### src/rtl/iram_sfr_pkg.sv
package iram_sfr_pkg;
   localparam int unsigned BYTE_W = 8;

   typedef enum logic [1:0] {
      ACC_DIRECT   = 2'b00,
      ACC_INDIRECT = 2'b01,
      ACC_BIT      = 2'b10,
      ACC_RSVD     = 2'b11
   } acc_mode_e;

   typedef enum logic [1:0] {
      TGT_NONE = 2'b00,
      TGT_RAM  = 2'b01,
      TGT_SFR  = 2'b10
   } tgt_e;

   typedef struct packed {
      tgt_e               tgt;
      logic               is_bit;
      logic [BYTE_W-1:0]  byte_addr;
      logic [2:0]         bit_idx;
   } route_t;
endpackage

### src/rtl/iram_sfr_decode.sv
module iram_sfr_decode
   import iram_sfr_pkg::*;
#(
   parameter logic [BYTE_W-1:0] BIT_BASE  = 8'h20,
   parameter bit                UPPER_RAM = 1'b1
) (
   input  logic              valid,
   input  logic [1:0]        mode,
   input  logic [BYTE_W-1:0] addr,
   output route_t            route
);
   always_comb begin
      route = '0;
      unique case (acc_mode_e'(mode))
         ACC_DIRECT: begin
            route.tgt       = addr[7] ? TGT_SFR : TGT_RAM;
            route.byte_addr = addr;
         end
         ACC_INDIRECT: begin
            route.tgt       = (addr[7] && !UPPER_RAM) ? TGT_NONE : TGT_RAM;
            route.byte_addr = addr;
         end
         ACC_BIT: begin
            route.is_bit  = 1'b1;
            route.bit_idx = addr[2:0];
            if (addr[7]) begin
               route.tgt       = TGT_SFR;
               route.byte_addr = {addr[7:3], 3'b000};
            end else begin
               route.tgt       = TGT_RAM;
               route.byte_addr = BIT_BASE + {4'b0000, addr[6:3]};
            end
         end
         default: route = '0;
      endcase
      if (!valid) route.tgt = TGT_NONE;
   end
endmodule

### src/rtl/iram_sfr_bitmerge.sv
module iram_sfr_bitmerge
   import iram_sfr_pkg::*;
(
   input  logic [BYTE_W-1:0] old_byte,
   input  logic [2:0]        bit_idx,
   input  logic              bit_val,
   output logic [BYTE_W-1:0] new_byte,
   output logic              bit_out
);
   for (genvar i = 0; i < BYTE_W; i++) begin : g_bit
      assign new_byte[i] = (bit_idx == 3'(i)) ? bit_val : old_byte[i];
   end
   assign bit_out = old_byte[bit_idx];
endmodule

### src/rtl/iram_sfr_ram.sv
module iram_sfr_ram
   import iram_sfr_pkg::*;
#(
   parameter int unsigned DEPTH = 256,
   localparam int unsigned AW   = $clog2(DEPTH)
) (
   input  logic              clk,
   input  logic              we,
   input  logic [AW-1:0]     addr,
   input  logic [BYTE_W-1:0] wdata,
   output logic [BYTE_W-1:0] rdata
);
   logic [BYTE_W-1:0] mem [DEPTH];

   always_ff @(posedge clk) begin
      if (we) mem[addr] <= wdata;
   end

   assign rdata = mem[addr];
endmodule

### src/rtl/iram_sfr_router.sv
module iram_sfr_router
   import iram_sfr_pkg::*;
#(
   parameter int unsigned       RAM_BYTES = 256,
   parameter logic [BYTE_W-1:0] BIT_BASE  = 8'h20
) (
   input  logic              clk,
   input  logic              rst_n,
   input  logic              req_valid,
   input  logic [1:0]        req_mode,
   input  logic              req_write,
   input  logic [7:0]        req_addr,
   input  logic [7:0]        req_wdata,
   output logic              rd_valid,
   output logic [7:0]        rd_data,
   output logic [7:0]        sfr_addr,
   output logic              sfr_re,
   output logic              sfr_we,
   output logic [7:0]        sfr_wdata,
   input  logic [7:0]        sfr_rdata,
   input  logic              sfr_ack
);
   localparam int unsigned AW        = $clog2(RAM_BYTES);
   localparam bit          UPPER_RAM = (RAM_BYTES == 256);

   if (!(RAM_BYTES == 128 || RAM_BYTES == 256)) begin : g_bad_depth
      $error("RAM_BYTES must be 128 or 256");
   end
   if (BIT_BASE[7] || BIT_BASE > 8'h70) begin : g_bad_base
      $error("BIT_BASE window must lie in the low half");
   end

   route_t            rt;
   logic [BYTE_W-1:0] ram_q, cur_byte, merged, result;
   logic              bit_out, ram_we;

   iram_sfr_decode #(.BIT_BASE(BIT_BASE), .UPPER_RAM(UPPER_RAM)) u_dec (
      .valid (req_valid),
      .mode  (req_mode),
      .addr  (req_addr),
      .route (rt)
   );

   assign ram_we = (rt.tgt == TGT_RAM) && req_write;

   iram_sfr_ram #(.DEPTH(RAM_BYTES)) u_ram (
      .clk   (clk),
      .we    (ram_we),
      .addr  (rt.byte_addr[AW-1:0]),
      .wdata (rt.is_bit ? merged : req_wdata),
      .rdata (ram_q)
   );

   always_comb begin
      if (rt.tgt == TGT_SFR) cur_byte = sfr_ack ? sfr_rdata : '0;
      else                   cur_byte = ram_q;
   end

   iram_sfr_bitmerge u_merge (
      .old_byte (cur_byte),
      .bit_idx  (rt.bit_idx),
      .bit_val  (req_wdata[0]),
      .new_byte (merged),
      .bit_out  (bit_out)
   );

   assign sfr_addr  = rt.byte_addr;
   assign sfr_re    = (rt.tgt == TGT_SFR) && (!req_write || rt.is_bit);
   assign sfr_we    = (rt.tgt == TGT_SFR) && req_write && (!rt.is_bit || sfr_ack);
   assign sfr_wdata = rt.is_bit ? merged : req_wdata;
   assign result    = rt.is_bit ? {7'b0, bit_out} : cur_byte;

   always_ff @(posedge clk or negedge rst_n) begin
      if (!rst_n) begin
         rd_valid <= 1'b0;
         rd_data  <= '0;
      end else begin
         rd_valid <= (rt.tgt != TGT_NONE) && !req_write;
         if ((rt.tgt != TGT_NONE) && !req_write) rd_data <= result;
      end
   end
endmodule

### config.mk
export PLATFORM = sky130hd
export DESIGN_NAME = iram_sfr_router
export DESIGN_NICKNAME = d
export VERILOG_FILES = /design/src/rtl/iram_sfr_pkg.sv /design/src/rtl/iram_sfr_decode.sv /design/src/rtl/iram_sfr_bitmerge.sv /design/src/rtl/iram_sfr_ram.sv /design/src/rtl/iram_sfr_router.sv
export SDC_FILE = /design/constraint.sdc
export NUM_CORES = 2
export LEC_CHECK = 0
export BUFFER_PORTS_ARGS = -buffer_cell sky130_fd_sc_hd__buf_2
export CAP_MARGIN = 20
export CORE_MARGIN = 2
export CORE_UTILIZATION = 59
export CTS_BUF_LIST = sky130_fd_sc_hd__clkbuf_8
export DETAILED_ROUTE_END_ITERATION = 8
export MAX_ROUTING_LAYER = met4
export PLACE_DENSITY = 0.77
export SLEW_MARGIN = 20
export SYNTH_ARGS = -nofsm -noshare
export SYNTH_HDL_FRONTEND = slang
export SYNTH_SLANG_ARGS = --single-unit
### constraint.sdc
create_clock -name clk -period 18.5 [get_ports clk]
set_clock_uncertainty 0.1 [all_clocks]
set_input_delay 2.775 -clock clk [delete_from_list [all_inputs] [get_ports clk]]
set_output_delay 2.775 -clock clk [all_outputs]
set_load 0.01 [all_outputs]
# After elaboration in Yosys (flattened, before gate mapping)

Memory sizes are Yosys's and may differ from the RTL's.
Index checks and enable logic that the tools add are counted.

Register bits after elaboration: 9
RAM bits: 2,048
Bits of input ports: 31
Word-level logic and storage cells: 53
Memories: 1

Add/subtract/negate cells: 1
Order comparisons: 1
Equality and inequality tests: 11
Multiplexer cells: 23
Reductions and logical operators: 14

Memories:

| name      | words | width | read ports | clocked after memory_dff | write ports | RTL line           | source |
|---|---|---|---|---|---|---|---|
| u_ram.mem | 256   | 8     | 1          | 0                        | 1           | iram_sfr_ram.sv:13 | `logic [BYTE_W-1:0] mem [DEPTH];` |

Operators by type and width:

| operator              | number |
|---|---|
| $mux W8               | 5 |
| $pmux W8 S2           | 1 |
| $eq A3 B3 Y1 const B  | 4 |
| $mux W1               | 12 |
| $add A6 B4 Y7 const A | 1 |
| $eq A3 B2 Y1 const B  | 2 |
| $logic_and A1 B1 Y1   | 5 |
| $eq A2 B1 Y1 const B  | 2 |
| $eq A2 B2 Y1 const B  | 2 |
| $lt A3 B4 Y1 const B  | 1 |
| $mux W2               | 2 |
| $pmux W2 S2           | 1 |
| $reduce_or A2 Y1      | 2 |
| $bmux W1 S3           | 1 |
| $eq A3 B1 Y1 const B  | 1 |
| $logic_not A3 Y1      | 1 |
| $mux W3               | 1 |
| $logic_not A1 Y1      | 2 |
| $logic_not A2 Y1      | 1 |
| $logic_or A1 B1 Y1    | 2 |
| $reduce_bool A2 Y1    | 1 |

# Depth between registers and ports, before layout

Depth in word-level cells: 9
Depth in mapped cells: 19
Depth with buffers taken out: 13

# Hierarchy

Synthesis repeated with hierarchy kept, for this count alone.

Cells, all modules: 3,656
Area, all modules: 79,367.4 um^2

By module, submodules not included:

| module            | times used | cells each | area an instance (um^2) | sequential area each (um^2) |
|---|---|---|---|---|
| iram_sfr_ram      | 1          | 3,539      | 78,332.6                | 61,499.0 |
| iram_sfr_router   | 1          | 66         | 628.1                   | 225.2 |
| iram_sfr_bitmerge | 1          | 22         | 227.7                   | 0.0 |
| iram_sfr_decode   | 1          | 29         | 178.9                   | 0.0 |

# Least setup slack after synthesis

OpenSTA, ideal clock, no wires.

Path kind: input-to-output
Start point: input port req_mode[1]
End point: output port sfr_wdata[0]
Arrival time: 15.424 ns
Slack: 0.201 ns
Stages on the path: 13
Cell sequence: buf_6 -> buf_2 -> nand2b_1 -> clkbuf_1 -> clkbuf_1 -> nand3_1 -> a2111oi_0 -> a211o_1 -> o31ai_1 -> o2111ai_1 -> a22oi_1 -> a41o_1 -> o31ai_1

Longest elaborated chain between the ends: 8

RTL lines:

| element                                                 | RTL line              | source |
|---|---|---|
| from (decl)                                             | iram_sfr_router.sv:10 | `input logic [1:0] req_mode,` |
| branches (longest 7 deep; another with $mem_v2 Z256 W8) | n/a                   |  |
| $mux W8 *                                               | iram_sfr_router.sv:70 | `assign sfr_wdata = rt.is_bit ? merged : req_wdata;` |
| to (decl)                                               | iram_sfr_router.sv:19 | `output logic [7:0] sfr_wdata,` |

Every way passes the cells marked *.

# Worst setup path in the final report

Start point: input port req_mode[1]
End point: output port sfr_wdata[7]

Same word-level chain as after synthesis.

==> metrics.md <==
| Metric | Value |
|---|---|
| Status | `finished, final reports clean` |
| Slowest stage delay, CP | `0.78 ns` |
| Post-synth top flop | `edfxtp_1` |
| Final nets | `5278` |
| Antenna violation net count after detailed routing | `0` |
| Number of hold buffers added after cts | `0` |
| Worst path bufs/invs | `6` |
| Min Tclk post-route | `12.51 ns` |
| Top Family by Delay on Critical Path | `buffers and inverters` |
| Vias in the first global route | `46633` |
| Min-delay worst type | `reg2reg` |
| CTS Sinks | `2057` |
| Clock root cell | `clkbuf_8` |
| Synth-to-layout area growth | `9.554%` |
| Residual DRC | `0` |
| Slack of the critical path | `5.995 ns` |
| Worst-case clock buffer depth | `4` |
| CP endpoint | `sfr_wdata[7]` |
| Row count | `135` |
| Reg-to-reg slack, setup | `12.50 ns` |
| Yosys warnings | `0` |
| Slowest CP cell | `nor4_1` |
| Initial antenna violation count | `12` |
| DR pass1 iterations | `7` |
| Syn Nets | `5110` |
| Startpoint Class | `primary input` |
| Core box area | `135600 um2` |
| Worst-margin pin slew | `1.279 ns` |
| Final Hold Fails | `0` |
| Routability cong. | `1.016` |
| Post-Route WL | `222400 um` |
| Clock latency on the worst-skew pair | `1.07 ns` |
| Post-CTS Setup Bufs | `0` |
| Crit-path max FO | `128` |
| Iteration-0 DRC Markers | `8018` |
| Port-buffer cells | `57` |
| First-pass GRT wire length | `318800 um` |
| Top cells by area, synth | `edfxtp_1 76%, mux2i_1 6.7%, nand2_1 3.3%` |
| Fill cells | `8930` |
| Async SR Flop Fraction | `0.004375` |
| Layout cells sized above 1 | `0.1236` |
| PostCTS Resize Cnt | `0` |
| Pre-CTS WS | `6.079 ns` |
| Crit path from | `req_mode[1]` |
| Finished Cell Area | `88540 um2` |
| Storage cell area | `61720 um2` |
| Register area share after synthesis | `0.7638` |
| RSZ-0062 raised after global routing | `no` |
| Final Util | `0.6527` |
| I/O pin count | `58` |
| Worst setup EP type | `output pin` |
| Cells after synthesis | `5079` |
| Final setup fails | `0` |
| Max cap viols | `0` |
| DIE AREA | `140000 um2` |
| Final Cycle Share | `0.6760` |
| Die Y | `374.1 um` |
| Largest net degree at the start of global routing | `169` |
| CP Class | `in2out` |
| Max_slew headroom | `0.1472` |
| Cell count of the worst reg-to-reg path | `12` |
| Vias after detailed routing | `48623` |
| EDFF count, synth | `2048` |
| CP Data Arrival Time | `9.63 ns` |
| CP cell instances | `buf_2 > and4bb_4 > nor2_4 > buf_4 > inv_8 > buf_12 > buf_12 > mux2i_1 > o22ai_1 > nor4_1 > nand2_1 > a211oi_1 > o211ai_1 > o31ai_2 > mux2_2 > o21ai_4 > buf_2` |
| Initial Util | `0.5958` |
| Clock transition at path regs | `0.06 ns` |
| Slew Viols, Final | `0` |
| Total GRT Usage | `0.3240` |
| H-tree Lvls | `5` |
| Pleak | `28.92 nW` |
| Area share of the largest cell type after synthesis | `0.7610` |
| F_max | `0.07997 GHz` |
| Cell area after synthesis | `80820 um2` |
| Post-DP HPWL | `129600 um` |
| CTS tree | `yes` |
| Critical Path RT | `15.62 ns` |
| GR Overflow Total | `0` |
| Maximum VDD drop | `0.07005 mV` |
| Post-Syn Area per Cell | `15.91 um2` |
| Yosys cell types | `76` |
| FF-to-FF Start | `u_ram.mem[49][0]` |
| Leading area contributor after synthesis | `edfxtp_1` |
| R2r endpoint | `u_ram.mem[58][0]` |
| Vias/cell | `6.691` |
| WP depth | `17` |
| Die W | `374.1 um` |
| Number of synthesized register bits | `2057` |
| Area taken by multi-input logic gates | `17650 um2` |
| Post-Route Setup TNS | `0 ns` |
| Routed WL per cell | `30.61 um` |
| P per Cell Area | `106.1 nW/um2` |
| Placed Area | `82820 um2` |
| Cts bufs inserted | `329` |
-- worst reg2reg max path: cells and delay by family, from the launching register on --
family / cells / cell delay (ns)
and+or+nand+nor: 2 / 0.49
DFF: 1 / 0.39
AOI/OAI and AO/OA: 6 / 1.86
buffers and inverters: 4 / 2.72
-- how the worst min path moves through the flow --
| stage | from | end | slack (ns) | cells after the start |
|---|---|---|---|---|
| 2_1_floorplan | rd_data[3] | rd_data[3] | 0.42 | 2 |
| 6_report | rd_data[5] | rd_data[5] | 0.44 | 2 |
| 4_1_cts | rd_data[5] | rd_data[5] | 0.44 | 2 |
| 3_5_place_dp | rd_data[5] | rd_data[5] | 0.42 | 2 |
| 5_1_grt | rd_data[7] | rd_data[7] | 0.48 | 2 |
| 3_3_place_gp | rd_data[5] | rd_data[5] | 0.42 | 2 |
-- cells in the final DEF (no fill, tap or decap), types with 16 or more instances in the layout --
cell / synthesis / routed
nand2_1: 702 / 702
edfxtp_1: 2048 / 2048
nor2_1: 282 / 280
mux4_2: 69 / 69
inv_1: 7 / 103
mux2i_1: 538 / 538
clkbuf_8: 0 / 334
o21ai_0: 39 / 35
clkinv_2: 0 / 38
clkinv_1: 0 / 72
a32oi_1: 16 / 16
nand3_1: 38 / 25
a311oi_1: 16 / 16
o22ai_1: 273 / 273
and3_1: 21 / 20
nor4_1: 102 / 101
a21oi_1: 405 / 405
or4_1: 18 / 18
buf_2: 152 / 57
buf_4: 41 / 90
-- final cells by class --
class / instances / area share
clock inverters: 221 / 0.01211
repair buffers: 158 / 0.01334
multi-input cells: 2692 / 0.1994
diodes: 15 / 0.0004240
flip-flops and latches: 2057 / 0.6972
inverters: 9 / 0.0004664
well taps: 1781 / 0.02517
clock buffers: 334 / 0.05192
-- registers in the layout, indices dropped and copies added (netlist names) --
register	flops
rd_valid	1
rd_data	8
u_ram.mem	2048
-- stage by stage --
stage                     instances  hold WS (ns)  total power, W
after CTS                      7252        0.4405        0.009371
final                          7267        0.4423        0.009394
after detailed placement       6697        0.4217        0.005991
after global routing           7259        0.4791        0.009611
after global placement         6697        0.4247        0.005975
after floorplan                5079        0.4162        0.005780
-- Yosys cell counts, drive strengths merged, types with 3 or more instances --
library cell / instances
o21ai: 51
a32oi: 16
o32ai: 5
a21oi: 405
o211ai: 5
and3: 21
nor2b: 3
mux2: 6
buf: 213
nand2b: 8
o41ai: 18
nor4: 103
a211o: 6
nor2: 285
a41o: 3
and4bb: 3
o22ai: 273
clkbuf: 108
dfrtp: 9
a221oi: 8
mux2i: 538
o221ai: 10
a2111oi: 4
a211oi: 9
mux4: 69
a22oi: 6
o2111ai: 3
o31ai: 16
a311oi: 16
nand4bb: 3
nand4: 5
a22o: 3
nor3: 5
or4: 18
nand2: 702
edfxtp: 2048
inv: 9
nand3: 40
-- power by group --
part           switching (W)  total [W]  internal [W]
Clock                0.00172    0.00347       0.00175
Sequential        0.00000478    0.00521       0.00521
Combinational       0.000536   0.000707      0.000171
-- routing by layer --
metal / share of wire / up-vias / GRT usage
met1: 0.36 / 24141 / 0.4258
met5: 0 / - / -
met4: 0.053 / 0 / 0.1539
met3: 0.14 / 702 / 0.09934
li1: - / 20116 / -
met2: 0.45 / 3664 / 0.4649
-- logic make-up (layout without fill, tap and decap cells) --
group	Yosys count	in the layout	synth area share
flip-flops	2057	2057	0.7638
other	0	15	0
multiplexers	613	613	0.08670
AND/OR/NAND/NOR	1209	1209	0.06400
AO/OA/AOI/OAI	870	870	0.06464
buffers and inverters	330	722	0.02089
(Power assumes the default switching activity.)
